<file path="config.mk">
export PLATFORM = sky130hd
export DESIGN_NAME = lamp_timeout
export DESIGN_NICKNAME = d
export VERILOG_FILES = /design/src/rtl/lamp_timeout_pkg.sv /design/src/rtl/lamp_timeout_limit.sv /design/src/rtl/lamp_timeout_chan.sv /design/src/rtl/lamp_timeout.sv
export SDC_FILE = /design/constraint.sdc
export NUM_CORES = 1
export LEC_CHECK = 0
export BUFFER_PORTS_ARGS = -buffer_cell sky130_fd_sc_hd__buf_4
export CORE_UTILIZATION = 45
export CTS_CLUSTER_DIAMETER = 30
export DETAILED_ROUTE_END_ITERATION = 10
export SYNTH_ARGS = -nofsm -noshare
export SYNTH_HDL_FRONTEND = slang
export SYNTH_SLANG_ARGS = --single-unit
</file>
<file path="constraint.sdc">
create_clock -name clk_i -period 3 [get_ports clk_i]
set_input_delay 0.3 -clock clk_i [delete_from_list [all_inputs] [get_ports clk_i]]
set_output_delay 0.3 -clock clk_i [all_outputs]
set_load 0.01 [all_outputs]
</file>
<file path="src/rtl/lamp_timeout_pkg.sv">
package lamp_timeout_pkg;

    typedef enum logic [1:0] {
        PH_IDLE   = 2'd0,
        PH_STRIKE = 2'd1,
        PH_WATCH  = 2'd2
    } phase_e;

    typedef enum logic [1:0] {
        TSEL_X1  = 2'b00,
        TSEL_X2  = 2'b01,
        TSEL_X3  = 2'b10,
        TSEL_RSV = 2'b11
    } tsel_e;

    typedef struct packed {
        logic strike;
        logic lampout;
    } evt_t;

    // Window length as a multiple of the base count; the spare code maps to the longest.
    function automatic logic [1:0] tsel_mult(input tsel_e code);
        case (code)
            TSEL_X1: return 2'd1;
            TSEL_X2: return 2'd2;
            default: return 2'd3;
        endcase
    endfunction

endpackage

</file>
<file path="src/rtl/lamp_timeout_limit.sv">
module lamp_timeout_limit
    import lamp_timeout_pkg::*;
#(
    parameter int BASE_CYC = 32768,
    parameter int CW       = $clog2(3 * BASE_CYC + 2)
) (
    input  logic [1:0]    tsel_i,
    output logic [CW-1:0] limit_o
);
    localparam logic [CW-1:0] BASE_W = CW'(BASE_CYC);

    logic [1:0] mult;

    always_comb begin
        mult = tsel_mult(tsel_e'(tsel_i));
        case (mult)
            2'd1:    limit_o = BASE_W;
            2'd2:    limit_o = BASE_W + BASE_W;
            default: limit_o = BASE_W + BASE_W + BASE_W;
        endcase
    end
endmodule

</file>
<file path="src/rtl/lamp_timeout_chan.sv">
module lamp_timeout_chan
    import lamp_timeout_pkg::*;
#(
    parameter int CW = 17
) (
    input  logic          clk_i,
    input  logic          rst_i,
    input  logic          tick_i,
    input  logic [CW-1:0] limit_i,
    input  logic          start_i,
    input  logic          lit_i,
    output evt_t          evt_o
);
    phase_e        phase_q;
    logic [CW-1:0] cnt_q;
    logic          held_q;
    logic [CW-1:0] cnt_nxt;
    logic          counting;
    logic          reach;

    assign cnt_nxt  = cnt_q + 1'b1;
    assign counting = tick_i && (phase_q != PH_IDLE) && !held_q;
    assign reach    = cnt_nxt >= limit_i;

    always_ff @(posedge clk_i) begin
        if (rst_i) begin
            phase_q <= PH_IDLE;
            cnt_q   <= '0;
            held_q  <= 1'b0;
            evt_o   <= '0;
        end else begin
            evt_o <= '0;
            if (start_i) begin
                phase_q <= PH_STRIKE;
                cnt_q   <= '0;
                held_q  <= 1'b0;
            end else if (lit_i) begin
                cnt_q  <= '0;
                held_q <= 1'b0;
                if (phase_q != PH_IDLE) phase_q <= PH_WATCH;
            end else if (counting) begin
                cnt_q <= cnt_nxt;
                if (reach) begin
                    held_q        <= 1'b1;
                    evt_o.strike  <= (phase_q == PH_STRIKE);
                    evt_o.lampout <= (phase_q == PH_WATCH);
                end
            end
        end
    end
endmodule

</file>
<file path="src/rtl/lamp_timeout.sv">
module lamp_timeout
    import lamp_timeout_pkg::*;
#(
    parameter int NUM_CH   = 2,
    parameter int BASE_CYC = 32768
) (
    input  logic              clk_i,
    input  logic              rst_i,
    input  logic              tick_i,
    input  logic [1:0]        tsel_i,
    input  logic [NUM_CH-1:0] start_i,
    input  logic [NUM_CH-1:0] lit_i,
    output logic [NUM_CH-1:0] strike_to_o,
    output logic [NUM_CH-1:0] out_to_o
);
    localparam int CW = $clog2(3 * BASE_CYC + 2);

    logic [CW-1:0] limit;

    lamp_timeout_limit #(.BASE_CYC(BASE_CYC), .CW(CW)) limit_i (
        .tsel_i  (tsel_i),
        .limit_o (limit)
    );

    for (genvar g = 0; g < NUM_CH; g++) begin : g_ch
        evt_t evt;
        lamp_timeout_chan #(.CW(CW)) chan_i (
            .clk_i   (clk_i),
            .rst_i   (rst_i),
            .tick_i  (tick_i),
            .limit_i (limit),
            .start_i (start_i[g]),
            .lit_i   (lit_i[g]),
            .evt_o   (evt)
        );
        assign strike_to_o[g] = evt.strike;
        assign out_to_o[g]    = evt.lampout;
    end
endmodule

</file>
==> results.cfg, run 1 <==
[synth]
netlist.area_leader.share = 0.3599
synth_edf_count = 0
synth-seq-cells = 44
yosysSeqAreaShare = 0.3599
synth_ff_type = dfxtp_1
syn-num-nets = 315
yosysMostFrequentCell = nor2_1
synth_area_leaders = dfxtp_1 (36%), xor2_1 (10%), nor2_1 (6.9%)
yosysTopAreaCell = dfxtp_1
ys_async_sr_fraction = 0
ys.warnings.count = 0
avgSynthCellArea_sq_um = 8.213
synthDistinctLibCells = 39
synthTopCellsByCount = nor2_1 (45), dfxtp_1 (44), xor2_1 (28), nand3_1 (24), nand2_1 (21)
synthCells = 298
synth_area_sq_mm = 0.002447

[floorplan]
core_area_sq_mm = 0.005172
die_h_um = 75.75
start_util = 0.4731
rows = 26
dieArea_sq_mm = 0.005737
io_pins = 13
die_w_um = 75.75

[timing]
tightest_slew_ns = 0.7794
max_freq_ghz = 0.3593
final_hold_viol_count = 0
setup_viol = 0
slew_viol_final = 0
fin_worst_skew_ns = 0.005049
relSlewSlack = 0.4781
rsz0062_at_grt = no
setup_tns_ns = 0
post-route-period-util = 0.9276
fin_crit_ns = 2.783

[global_routing]
grt_usage = 0.1866
grt_pass1_wl_um = 8073
first_global_vias = 1673
grt_max_degree = 21
antenna_found_initial = 0
globalRoute.totalOverflow = 0

[detailed_routing]
drc = 0
drt-initial-drc-count = 162
vias = 2040
wl_met2_um = 1983
wl_met1_um = 2805
routed_via_density = 5.313
wl_met3_um = 167
wl_per_cell_um = 13.06
drt_pass1_iterations = 4
routed_wl_um = 5014
ant_nets = 0
routed.top_layer = met4

[final_layout]
drive_gt1_frac = 0.1210
fillCellCount = 495
post-route-util = 0.5298
area_growth_pct = 11.96
n_antenna_cell = 0
fin_nets = 331

[cts]
cts_hold_buf = 0
cts_setup_buffers = 0
cts.path.max_buffers = 2
clkSinkCount = 44
cts_tree = done
clk_pin_slew_worst_paths_ns = 0.08
cts_resized = 0
numCtsBuffers = 5
cts_root_buf = clkbuf_8
clk-insertion-delay-late_ns = 0.30
cts_max_level = 2

[critical_path]
cp_cell_sequence = and4_1 > and3_1 > and2_1 > nand3_1 > xnor2_1 > ha_1 > and3_1 > o2111ai_1 > a2111oi_2 > a31oi_1 > nor3b_1
crit_buf_inv = 0
slowest_delay_ns = 0.46
setup.worst_path.start_class = flip-flop
path_class = reg -> reg
crit_slowest_cell = dfxtp_1
cpLargestDelayFamily = simple AND/OR/NAND/NOR gates
crit_fanout = 6
critPathArrivalTime_ns = 3.00
cpMostUsedCell = and3_1
end_kind = flip-flop
cp.required_ns = 3.22

[hold_path]
min-delay-path-class = in -> reg

[job]
cap_violations = 0

[run_status]
status = finished, final reports clean

[power]
ir_drop_uv = 173.9
p_leak_nw = 0.9905
power_density_mw_per_mm2 = 379.1

[place]
place_hpwl_um = 3550
port_buffers = 12
gp_congestion = 0.7946
[per-layer routing]
| layer | global-route usage | vias up |
|---|---|---|
| li1 | - | 1069 |
| met1 | 0.2932 | 936 |
| met2 | 0.2478 | 29 |
| met3 | 0.04365 | 6 |
| met4 | 0.04938 | 0 |
| met5 | 0 | - |
[kinds of logic (layout without fill, tap and decap cells)]
| logic type | after synthesis | in the layout | synth area share |
|---|---|---|---|
| compound gates | 34 | 34 | 0.09305 |
| xor+xnor | 44 | 44 | 0.1575 |
| flops | 44 | 44 | 0.3599 |
| simple gates | 149 | 149 | 0.3165 |
| buf+inv | 19 | 35 | 0.03221 |
| fa+ha+maj | 8 | 8 | 0.04090 |
[registers in the layout (all words and copies together) (netlist names)]
name / count
g_ch.chan_i.cnt_q: 34
g_ch.chan_i.evt_o: 4
g_ch.chan_i.held_q: 2
g_ch.chan_i.phase_q: 4
[worst paths after layout]
path                                          start                                endpoint  slack [ns]  depth (start not counted)
max reg2reg   g_ch[1].chan_i.cnt_q[10]$_SDFFE_PP0P_      g_ch[1].chan_i.evt_o[1]$_SDFF_PP0_        0.22                         11
min reg2reg  g_ch[0].chan_i.phase_q[1]$_SDFFE_PP0P_      g_ch[0].chan_i.evt_o[0]$_SDFF_PP0_        0.49                          2
min                                      start_i[0]  g_ch[0].chan_i.phase_q[1]$_SDFFE_PP0P_        0.17                          2
max           g_ch[1].chan_i.cnt_q[10]$_SDFFE_PP0P_      g_ch[1].chan_i.evt_o[1]$_SDFF_PP0_        0.22                         11
[power by group]
group,switching [W],internal (W)
Combinational,0.0000241,0.0000177
Clock,0.000201,0.000205
Sequential,0.00000416,0.000586
Total,0.000229,0.000809
[worst reg2reg max path, stage by stage (launching register included)]
cell       delay, ns
dfxtp_1         0.46
and4_1          0.32
and3_1          0.23
and2_1          0.20
nand3_1         0.11
xnor2_1         0.14
ha_1            0.29
and3_1          0.16
o2111ai_1       0.14
a2111oi_2       0.30
a31oi_1         0.17
nor3b_1         0.20
[stage by stage]
step | power (W) | area (sq um) | cells | hold WS [ns] | setup WS (ns)
floorplan | 0.0006270 | 2447 | 298 | 0.3724 | 0.5178
global placement | 0.0006459 | 2644 | 377 | 0.4793 | 0.3693
detailed placement | 0.0006463 | 2644 | 377 | 0.4850 | 0.2573
CTS | 0.001052 | 2740 | 384 | 0.1669 | 0.2256
global route | 0.001081 | 2740 | 384 | 0.1661 | 0.02839
finish | 0.001039 | 2740 | 384 | 0.1727 | 0.2172
[area by class of cell]
type	instances	area, sq um	share of cell area
inverters	6	22.52	0.008219
clock buffers	7	96.34	0.03516
flip-flops and latches	44	880.8	0.3215
repair buffers	22	165.2	0.06027
well taps	70	87.58	0.03196
multi-input cells	235	1488	0.5429
[cells in the final DEF (no fill, tap or decap), types with 9 or more instances in the layout]
cell type  netlist  final
nor2_1          45     45
dfxtp_1         44     44
xor2_1          28     28
nand3_1         24     24
buf_4            0     22
nand2_1         21     21
xnor2_1         16     16
nor3_1          14     14
a21oi_1         12     12
nand4_1         11     11
and3_1           9      9
(Power assumes the default switching activity.)
==> inputs of run 2 (changes only) <==
- PLACE_DENSITY: default -> 0.73
==> run 2 against run 1 <==
Effect of this change: core utilization shrank 0.44 points; critical path depth did not move; non-clock buffer count down 2; combinational power hardly changed; cell area shrank 0.82%; flip-flop and latch count unchanged; final cell count down 0.52%; via count up 2.4%; wire length decreased by 2.7%; critical path type unchanged; largest power group unchanged; highest routed layer unchanged.
==> results.cfg, run 2 (synthesized netlist as in run 1, its figures left out) <==
[power]
ir_drop_uv = 370.0
power_density_mw_per_mm2 = 361.6
p_leak_nw = 0.9692

[cts]
cts_root_buf = clkbuf_8
cts_setup_buffers = 0
clk_pin_slew_worst_paths_ns = 0.08
numCtsBuffers = 5
clk-insertion-delay-late_ns = 0.29
cts_hold_buf = 0
cts_max_level = 2
clkSinkCount = 44
cts_resized = 0
cts.path.max_buffers = 2
cts_tree = done

[detailed_routing]
routed_wl_um = 4881
routed_via_density = 5.469
drt_pass1_iterations = 4
drt-initial-drc-count = 138
ant_nets = 0
vias = 2089
drc = 0
wl_per_cell_um = 12.78

[timing]
rsz0062_at_grt = no
final_hold_viol_count = 0
fin_crit_ns = 2.717
max_freq_ghz = 0.3680
worst_slack_ns = 0.2826
setup_tns_ns = 0
fin_worst_skew_ns = 0.003773
slew_viol_final = 0
fin_hold_ws_ns = 0.1803
setup_viol = 0
post-route-period-util = 0.9058
relSlewSlack = 0.5183
tightest_slew_ns = 0.7194

[final_layout]
fin_nets = 329
drive_gt1_frac = 0.1346
area_growth_pct = 11.04
fin_area_sq_mm = 0.002718
largestRegisters = g_ch.chan_i.cnt_q (34), g_ch.chan_i.evt_o (4), g_ch.chan_i.phase_q (4)
mostFrequentLayoutCell = nor2_1
n_antenna_cell = 0
largest-register = g_ch.chan_i.cnt_q
final_cell_mix = nor2_1 (44), dfxtp_1 (40), xor2_1 (28)
largest_reg_flops = 34

[global_routing]
antenna_found_initial = 0
grt_pass1_wl_um = 8135
first_global_vias = 1827
grt_usage = 0.1864
grt_max_degree = 21
globalRoute.totalOverflow = 0

[job]
cap_violations = 0

[critical_path]
path_class = reg -> reg
cp.required_ns = 3.22
setup.worst_path.start_class = flip-flop
critPathArrivalTime_ns = 2.93
crit_fanout = 8
end_kind = flip-flop

[place]
dpl_worst_slack_ns = 0.2405
place_area_sq_mm = 0.002629
port_buffers = 12
place_hpwl_um = 3471
gp_congestion = 0.7979

[floorplan]
io_pins = 13
die_w_um = 75.75
start_util = 0.4731
core_area_sq_mm = 0.005172
rows = 26
die_h_um = 75.75
dieArea_sq_mm = 0.005737

[run_status]
status = finished, final reports clean

[hold_path]
min-delay-path-class = in -> reg
-- run 2: final timing paths --
kind                                          start                                      to  slack (ns)  cells after the start
max            g_ch[1].chan_i.cnt_q[1]$_SDFFE_PP0P_      g_ch[1].chan_i.evt_o[1]$_SDFF_PP0_        0.28                     11
min                                      start_i[1]  g_ch[1].chan_i.phase_q[1]$_SDFFE_PP0P_        0.18                      2
max reg2reg    g_ch[1].chan_i.cnt_q[1]$_SDFFE_PP0P_      g_ch[1].chan_i.evt_o[1]$_SDFF_PP0_        0.28                     11
min reg2reg  g_ch[0].chan_i.phase_q[1]$_SDFFE_PP0P_      g_ch[0].chan_i.evt_o[0]$_SDFF_PP0_        0.50                      2
-- run 2: cell type report --
cell class | instances | area (sq um)
inverters | 6 | 22.52
clock inverters | 1 | 5.005
fillers | 467 | 2455
well taps | 70 | 87.58
flip-flops and latches | 44 | 885.9
clock buffers | 6 | 72.57
multi-input cells | 235 | 1494
repair buffers | 20 | 150.1
-- run 2: worst max-delay path, stage by stage, from the launching register on --
cell	delay [ns]
dfxtp_1	0.46
ha_2	0.27
nand3_1	0.17
nor2_2	0.21
nand3_1	0.11
xnor2_1	0.14
ha_1	0.29
and3_1	0.15
o2111ai_1	0.15
a2111oi_2	0.31
a31oi_1	0.19
nor3b_1	0.19
-- run 2: power breakdown --
group	total, W	internal [W]	switching [W]
registers	0.000591	0.000586	0.00000427
clock network	0.000350	0.000159	0.000191
logic	0.0000421	0.0000176	0.0000244
total	0.000983	0.000763	0.000220
-- run 2: stage by stage --
stage	total power [W]	instances	util
5_1_grt	0.001022	382	0.5254
3_3_place_gp	0.0006453	375	0.5082
3_5_place_dp	0.0006462	375	0.5082
6_report	0.0009826	382	0.5254
2_1_floorplan	0.0006270	298	-
4_1_cts	0.0009980	382	0.5232
-- run 2: per-layer routing --
layer  GRT usage  up-vias  wire, um
li1            -     1068         -
met3     0.03439        8       182
met5           0        -         0
met2      0.2724       48      2079
met1      0.2720      965      2553
met4     0.06584        0        65
